--- src/rtl/codec_irq_pkg.sv ---
// Shared constants for the codec alert controller: register addresses,
// status bit positions and writable-bit masks.
package codec_irq_pkg;
    localparam int REG_W   = 8;
    localparam int ADDR_W  = 2;
    localparam int FLAG_N  = 6;

    localparam logic [ADDR_W-1:0] ADDR_STATUS = 2'd0;
    localparam logic [ADDR_W-1:0] ADDR_IRQ_EN = 2'd1;
    localparam logic [ADDR_W-1:0] ADDR_GPCFG  = 2'd2;

    localparam int ST_GPIO_LVL = 6;
    localparam int ST_LOCK     = 5;
    localparam int ST_HP       = 4;
    localparam int ST_VMIN     = 3;
    localparam int ST_GPIO_CHG = 2;
    localparam int ST_OCL      = 1;
    localparam int ST_OCR      = 0;

    localparam int EN_OC       = 0;
    localparam int CFG_CHG_EN  = 2;
    localparam int CFG_PULSE   = 1;

    localparam logic [REG_W-1:0] EN_MASK  = 8'h39;
    localparam logic [REG_W-1:0] CFG_MASK = 8'h07;
endpackage

--- src/rtl/irq_sync.sv ---
// Multi-flop synchronizer for one asynchronous level.
// Assumes the input is a slow level; STAGES of at least 2.
module irq_sync #(
    parameter int STAGES = 2
) (
    input  logic clk,
    input  logic rst_n,
    input  logic d,
    output logic q
);
    logic [STAGES-1:0] chain;

    generate
        for (genvar i = 0; i < STAGES; i++) begin : g_stage
            // Purpose: shift the level one flop further along the chain.
            always_ff @(posedge clk) begin
                if (!rst_n) chain[i] <= 1'b0;
                else        chain[i] <= (i == 0) ? d : chain[(i == 0) ? 0 : i-1];
            end
        end
    endgenerate

    assign q = chain[STAGES-1];
endmodule

--- src/rtl/irq_event_src.sv ---
// Turns raw codec indications into a per-bit set vector laid out like the
// status flags. Lock and GPIO are levels whose edges count as events; the
// other inputs are one-cycle synchronous pulses.
module irq_event_src
    import codec_irq_pkg::*;
(
    input  logic              clk,
    input  logic              rst_n,
    input  logic              pll_lock,
    input  logic              gpio_lvl,
    input  logic              gpio_det_en,
    input  logic              hp_ready,
    input  logic              vol_min,
    input  logic              ocp_left,
    input  logic              ocp_right,
    output logic [FLAG_N-1:0] set_vec
);
    logic lock_d;
    logic gpio_d;

    // Purpose: remember last-cycle levels of lock and synchronized GPIO.
    always_ff @(posedge clk) begin
        if (!rst_n) begin
            lock_d <= 1'b0;
            gpio_d <= 1'b0;
        end else begin
            lock_d <= pll_lock;
            gpio_d <= gpio_lvl;
        end
    end

    // Purpose: assemble the set vector in status bit order.
    always_comb begin
        set_vec              = '0;
        set_vec[ST_LOCK]     = pll_lock ^ lock_d;
        set_vec[ST_HP]       = hp_ready;
        set_vec[ST_VMIN]     = vol_min;
        set_vec[ST_GPIO_CHG] = gpio_det_en & (gpio_lvl ^ gpio_d);
        set_vec[ST_OCL]      = ocp_left;
        set_vec[ST_OCR]      = ocp_right;
    end
endmodule

--- src/rtl/irq_flag_bank.sv ---
// Bank of sticky flags. Clear is applied before set, so an event arriving
// in a clearing cycle survives. Assumes clr_vec only names pending bits.
module irq_flag_bank #(
    parameter int N = 6
) (
    input  logic         clk,
    input  logic         rst_n,
    input  logic [N-1:0] set_vec,
    input  logic [N-1:0] clr_vec,
    output logic [N-1:0] flags
);
    generate
        for (genvar i = 0; i < N; i++) begin : g_flag
            // Purpose: hold one flag until cleared, re-arm on a new event.
            always_ff @(posedge clk) begin
                if (!rst_n) flags[i] <= 1'b0;
                else        flags[i] <= (flags[i] & ~clr_vec[i]) | set_vec[i];
            end
        end
    endgenerate
endmodule

--- src/rtl/codec_irq_ctrl.sv ---
// Top of the codec status/alert controller. Holds the enable and GPIO
// config registers, drives alert from pending enabled flags, pulses the
// GPIO pin on alert rise in pulse mode, and serves register reads one
// cycle after the request. Event inputs except gpio_in are synchronous.
module codec_irq_ctrl
    import codec_irq_pkg::*;
#(
    parameter int SYNC_STAGES = 2
) (
    input  logic              clk,
    input  logic              rst_n,
    input  logic              reg_wr_en,
    input  logic              reg_rd_en,
    input  logic [ADDR_W-1:0] reg_addr,
    input  logic [REG_W-1:0]  reg_wdata,
    output logic [REG_W-1:0]  reg_rdata,
    input  logic              pll_lock,
    input  logic              evt_hp_ready,
    input  logic              evt_vol_min,
    input  logic              evt_ocp_left,
    input  logic              evt_ocp_right,
    input  logic              gpio_in,
    output logic              gpio_out,
    output logic              gpio_oe,
    output logic              alert
);
    logic [REG_W-1:0]  en_q;
    logic [REG_W-1:0]  cfg_q;
    logic [REG_W-1:0]  rdata_q;
    logic [REG_W-1:0]  rd_mux;
    logic [FLAG_N-1:0] flags;
    logic [FLAG_N-1:0] set_vec;
    logic [FLAG_N-1:0] clr_vec;
    logic              gpio_lvl;
    logic              alert_d;
    logic              rd_status;

    irq_sync #(.STAGES(SYNC_STAGES)) u_sync (
        .clk   (clk),
        .rst_n (rst_n),
        .d     (gpio_in),
        .q     (gpio_lvl)
    );

    irq_event_src u_src (
        .clk         (clk),
        .rst_n       (rst_n),
        .pll_lock    (pll_lock),
        .gpio_lvl    (gpio_lvl),
        .gpio_det_en (~cfg_q[CFG_PULSE]),
        .hp_ready    (evt_hp_ready),
        .vol_min     (evt_vol_min),
        .ocp_left    (evt_ocp_left),
        .ocp_right   (evt_ocp_right),
        .set_vec     (set_vec)
    );

    irq_flag_bank #(.N(FLAG_N)) u_flags (
        .clk     (clk),
        .rst_n   (rst_n),
        .set_vec (set_vec),
        .clr_vec (clr_vec),
        .flags   (flags)
    );

    assign rd_status = reg_rd_en && (reg_addr == ADDR_STATUS);
    assign clr_vec   = rd_status ? flags : '0;

    // Purpose: update the writable registers, keeping only defined bits.
    always_ff @(posedge clk) begin
        if (!rst_n) begin
            en_q  <= '0;
            cfg_q <= '0;
        end else if (reg_wr_en) begin
            if (reg_addr == ADDR_IRQ_EN) en_q  <= reg_wdata & EN_MASK;
            if (reg_addr == ADDR_GPCFG)  cfg_q <= reg_wdata & CFG_MASK;
        end
    end

    // Purpose: select read data by address.
    always_comb begin
        rd_mux = '0;
        case (reg_addr)
            ADDR_STATUS: begin
                rd_mux[FLAG_N-1:0]  = flags;
                rd_mux[ST_GPIO_LVL] = gpio_lvl;
            end
            ADDR_IRQ_EN: rd_mux = en_q;
            ADDR_GPCFG:  rd_mux = cfg_q;
            default:     rd_mux = '0;
        endcase
    end

    // Purpose: register read data on a read request.
    always_ff @(posedge clk) begin
        if (!rst_n)         rdata_q <= '0;
        else if (reg_rd_en) rdata_q <= rd_mux;
    end

    assign reg_rdata = rdata_q;

    // Purpose: raise alert while any flag with its enable set is pending.
    always_comb begin
        alert = (flags[ST_LOCK]     & en_q[ST_LOCK])
              | (flags[ST_HP]       & en_q[ST_HP])
              | (flags[ST_VMIN]     & en_q[ST_VMIN])
              | ((flags[ST_OCL] | flags[ST_OCR]) & en_q[EN_OC])
              | (flags[ST_GPIO_CHG] & cfg_q[CFG_CHG_EN]);
    end

    // Purpose: keep last-cycle alert for rise detection.
    always_ff @(posedge clk) begin
        if (!rst_n) alert_d <= 1'b0;
        else        alert_d <= alert;
    end

    assign gpio_oe  = cfg_q[CFG_PULSE];
    assign gpio_out = cfg_q[CFG_PULSE] & alert & ~alert_d;
endmodule

--- config.mk ---
export PLATFORM = sky130hd
export DESIGN_NAME = codec_irq_ctrl
export DESIGN_NICKNAME = d
export VERILOG_FILES = /design/src/rtl/codec_irq_pkg.sv /design/src/rtl/irq_sync.sv /design/src/rtl/irq_event_src.sv /design/src/rtl/irq_flag_bank.sv /design/src/rtl/codec_irq_ctrl.sv
export SDC_FILE = /design/constraint.sdc
export NUM_CORES = 1
export LEC_CHECK = 0
export ABC_AREA = 1
export BUFFER_PORTS_ARGS = -buffer_cell sky130_fd_sc_hd__buf_2
export CORE_MARGIN = 10
export CORE_UTILIZATION = 50
export DETAILED_ROUTE_END_ITERATION = 16
export PLACE_DENSITY = 0.77
export REMOVE_ABC_BUFFERS = 1
export SKIP_LAST_GASP = 1
export SYNTH_ARGS = -nofsm -noshare
export SYNTH_HDL_FRONTEND = slang
export SYNTH_HIERARCHICAL = 1
export SYNTH_SLANG_ARGS = --single-unit
--- constraint.sdc ---
create_clock -name clk -period 1.06 [get_ports clk]
set_clock_uncertainty 0.2 [all_clocks]
set_input_delay 0.053 -clock clk [delete_from_list [all_inputs] [get_ports clk]]
set_output_delay 0.053 -clock clk [all_outputs]
set_load 0.05 [all_outputs]
==> results by stage <==
Status:
- The flow ran to the end, but the final reports show violations.
- The final reports fail on hold timing, setup timing.

Timing:
- The count of final hold-check violations is 3.
- The post-route clock period utilization is 1.41.
- The final worst-path setup slack is -0.439 ns.
- Adding up every negative setup slack in the final design gives -1.79 ns.
- Based on the critical path, the design can be clocked at up to 667 MHz.
- The final critical path time including I/O delays and setup is 1.50 ns.
- The number of pins exceeding their max-slew limit in the final report is 0.
- Setup repair after global routing could not meet its margin everywhere.
- Final hold analysis gives a worst-case slack of -0.0398 ns.
- The number of setup violations in the final report is 22.

Drt:
- The count of nets left with antenna violations once routing finished came out at 0.
- The DRC marker count from the first detailed-route iteration is between 100 and 150.
- Dividing the detail-routed via count by the number of cells gives approximately 5.5.
- The detailed router placed 1369 vias in this run.
- The detailed-route wire length on metal 1 is about 1.6 mm.
- The number of detailed-route iterations in the first pass is 4.
- The DRC violation count after routing is 0.
- After detailed routing, the total wire length is approximately 4.4 mm.
- The per-cell routed wire length is ~18 um.
- After detailed routing, the met3 layer carries between 300 and 400 um of wire.
- Summed over all nets, wire length on met2 after detailed routing comes to approximately 2.3 mm.
- In this run the top signal layer used is met4.

Critical path:
- Among all stages on the critical path, the largest delay is contributed by dfxtp_1.
- At the worst endpoint, the arrival time is roughly 1.3 ns.
- By instance count, the cell type seen most on the critical path is nand2_2.
- The number of cells on the worst reg-to-reg path is 6.
- On the worst path, the slowest cell contributes a delay of about 0.36 ns.
- Of all nets on the critical path, the largest fanout is 3.
- The reg-to-reg critical path startpoint is en_q[0].
- For the worst setup path, the data required time is around 0.81 ns.
- Walking the worst path, the cells encountered are nand2_1 > nand2_2 > nor2_4 > nand2_2 > buf_8.
- The category of the critical setup timing path is register to primary output.
- The kind of launch point of the worst setup path is a register.
- The type of element capturing the critical path is a primary output.
- The reg-to-reg setup timing slack is -0.12 ns.
- In this run the critical register-to-register path is captured at reg_rdata[0].

Placement:
- The HPWL after detailed placement is about 2.3 mm.
- Input and output buffers added on the ports amount to 27.
- The setup slack after placement is -0.188 ns.
- Routability-driven placement finished with a final weighted congestion of ~0.83.
- The standard cell area after detailed placement is ~1400 um^2.

Layout:
- The area of all placed cells without fillers is 1860 um^2.
- In the final layout, the share of cells above drive strength 1 is 0.482.
- At the end of the flow, the number of nets in the layout was 243.
- The commonest non-fill, non-tap cell in the layout is nand2_1.
- From synthesis to final layout, the design area changed by 69.0%.
- In the layout the commonest cells are 35 x nand2_1, 26 x inv_1, 18 x dfxtp_2.
- The filler cell count in the final layout is 77.

Global routing:
- The via count of the first global-routing pass is around 1400.
- The pin count of the biggest net entering global routing is 15.
- The first global-routing pass estimated 5.98 mm of wire.
- The number of antenna violations at the first check in global routing is 0.
- The global routing usage summed across all routing layers is 0.171.
- For this run the aggregate overflow at the end of global routing stands at 0.

Floorplan:
- The height of the die is around 67 um.
- The die width is about 67 um.
- 31 I/O pins were placed.
- The core region is between 2000 and 2500 um^2.
- The area of the die is about 4500 um^2.
- The site row count is 16.
- The starting density of the core is 0.545.

Logic synthesis:
- The biggest area contributor in the post-synthesis netlist is dfxtp_1.
- The total number of yosys warnings is 6.
- Synthesis produced a netlist whose cell count is 161.
- The sequential fraction of the synthesis area is 0.454.
- In the post-synthesis netlist, the biggest area contributors are dfxtp_1 45%, nand2_1 15%, inv_1 11%, a21oi_1 7.3%, nand3_1 6.4%.
- The distinct cell type count of the synthesized netlist is 16.
- Of the post-synthesis cell area, the dominant cell type holds 0.454.
- Synthesis inferred 25 register bits.
- The post-synth design cell area is about 1100 um^2.
- The average instance in the mapped netlist occupies ~7 um^2.

Min path:
- In this run the most critical hold path is launched from reg_rd_en.
- Along the worst hold path, the cell count comes to 3.
- The path class of the tightest hold or removal check is input port to register.
- The worst hold endpoint is reg_rdata[0].

Power and ir drop:
- The total power divided by cell area is slightly above 1000 nW/um^2.
- The maximum ir drop on the vdd rail is 0.890 mV.
- The leakage power is 0.953 nW.
- The total design power is between 1.5 and 2 mW.

Clocking:
- The clock transition at the register clock pins on the worst setup and hold paths after CTS is around 0.12 ns.
- The count of H-tree levels built during CTS is 1.
- The CTS sink count is 25.
- The clock network latency to the later pin of the worst-skew pair is approximately 0.32 ns.
- The total CTS buffers is 3.
- The TritonCTS clock tree is yes.
- The maximum count of clock buffers along a single path is 2.
- In this run, post-CTS hold repair placed 16 buffers.
- The clock root buffer is clkbuf_4.

Job:
- The count of maximum capacitance violations is 0.
[synthesized netlist by cell type]
library cell and n:
a21oi_1 16, buf_2 1, buf_4 5, conb_1 1
dfxtp_1 25, inv_1 31, inv_2 4, nand2_1 44
nand3_1 14, nand3_2 2, nand4_1 5, nor2_1 8
nor2_2 1, o21ai_0 2, o21ai_1 1, or2_2 1
[worst max path at each step]
stage	endpoint	cells after the start	startpoint	slack [ns]
4_1_cts	alert	5	en_q[3]	-0.42
6_report	alert	5	u_flags/flags[4]	-0.44
2_1_floorplan	gpio_out	3	cfg_q[1]	-0.99
3_3_place_gp	gpio_out	4	cfg_q[1]	-0.18
3_5_place_dp	gpio_out	4	cfg_q[1]	-0.19
5_1_grt	alert	5	en_q[5]	-0.49
[layout make-up]
| class | count | area, um^2 | area share |
|---|---|---|---|
| flip-flops and latches | 25 | 523 | 0.281 |
| repair buffers | 63 | 584 | 0.314 |
| inverters | 35 | 134 | 0.0719 |
| well taps | 27 | 33.8 | 0.0181 |
| multi-input cells | 95 | 558 | 0.300 |
| clock inverters | 1 | 5.00 | 0.00269 |
| diodes | 1 | 2.50 | 0.00134 |
| clock buffers | 3 | 22.5 | 0.0121 |
[state kept, by name (all words and copies together), names as in the netlist]
register / count
u_src/gpio_d: 1
alert_d: 1
cfg_q: 3
u_sync/q: 1
reg_rdata: 7
u_sync/chain: 1
u_src/lock_d: 1
en_q: 4
u_flags/flags: 6
[critical path, delay by kind of cell, from the launching register on]
kind	cells	cell delay (ns)
flops	1	0.36
simple gates	4	0.41
buf+inv	1	0.17
[stage by stage]
stage | util | std cells
2_1_floorplan | - | 155
3_3_place_gp | 0.678 | 228
3_5_place_dp | 0.678 | 228
4_1_cts | 0.844 | 248
5_1_grt | 0.920 | 249
6_report | 0.921 | 250
[layer usage]
layer,track usage,vias to the layer above
met1,0.164,644
met5,0,-
met3,0.0334,27
li1,-,614
met2,0.328,84
met4,0.0923,0
[cells by family after synthesis]
logic type | Yosys count | share of synthesized area
AND/OR/NAND/NOR | 75 | 0.299
AO/OA/AOI/OAI | 19 | 0.0863
flip-flops | 25 | 0.454
other | 1 | 0.00340
buffers and inverters | 41 | 0.158
[timing repair]
action,4_1_cts,5_1_grt
setup endpoints to repair,13,35
pin swaps,8,18
hold endpoints to repair,22,3
gates resized for setup,53,45
setup buffers,1,7
[where the power goes]
group          switching, mW  total [mW]  internal [mW]
logic                  0.248       0.453          0.205
registers             0.0367        1.02          0.987
clock network          0.282       0.423          0.141
(Power assumes the default switching activity.)
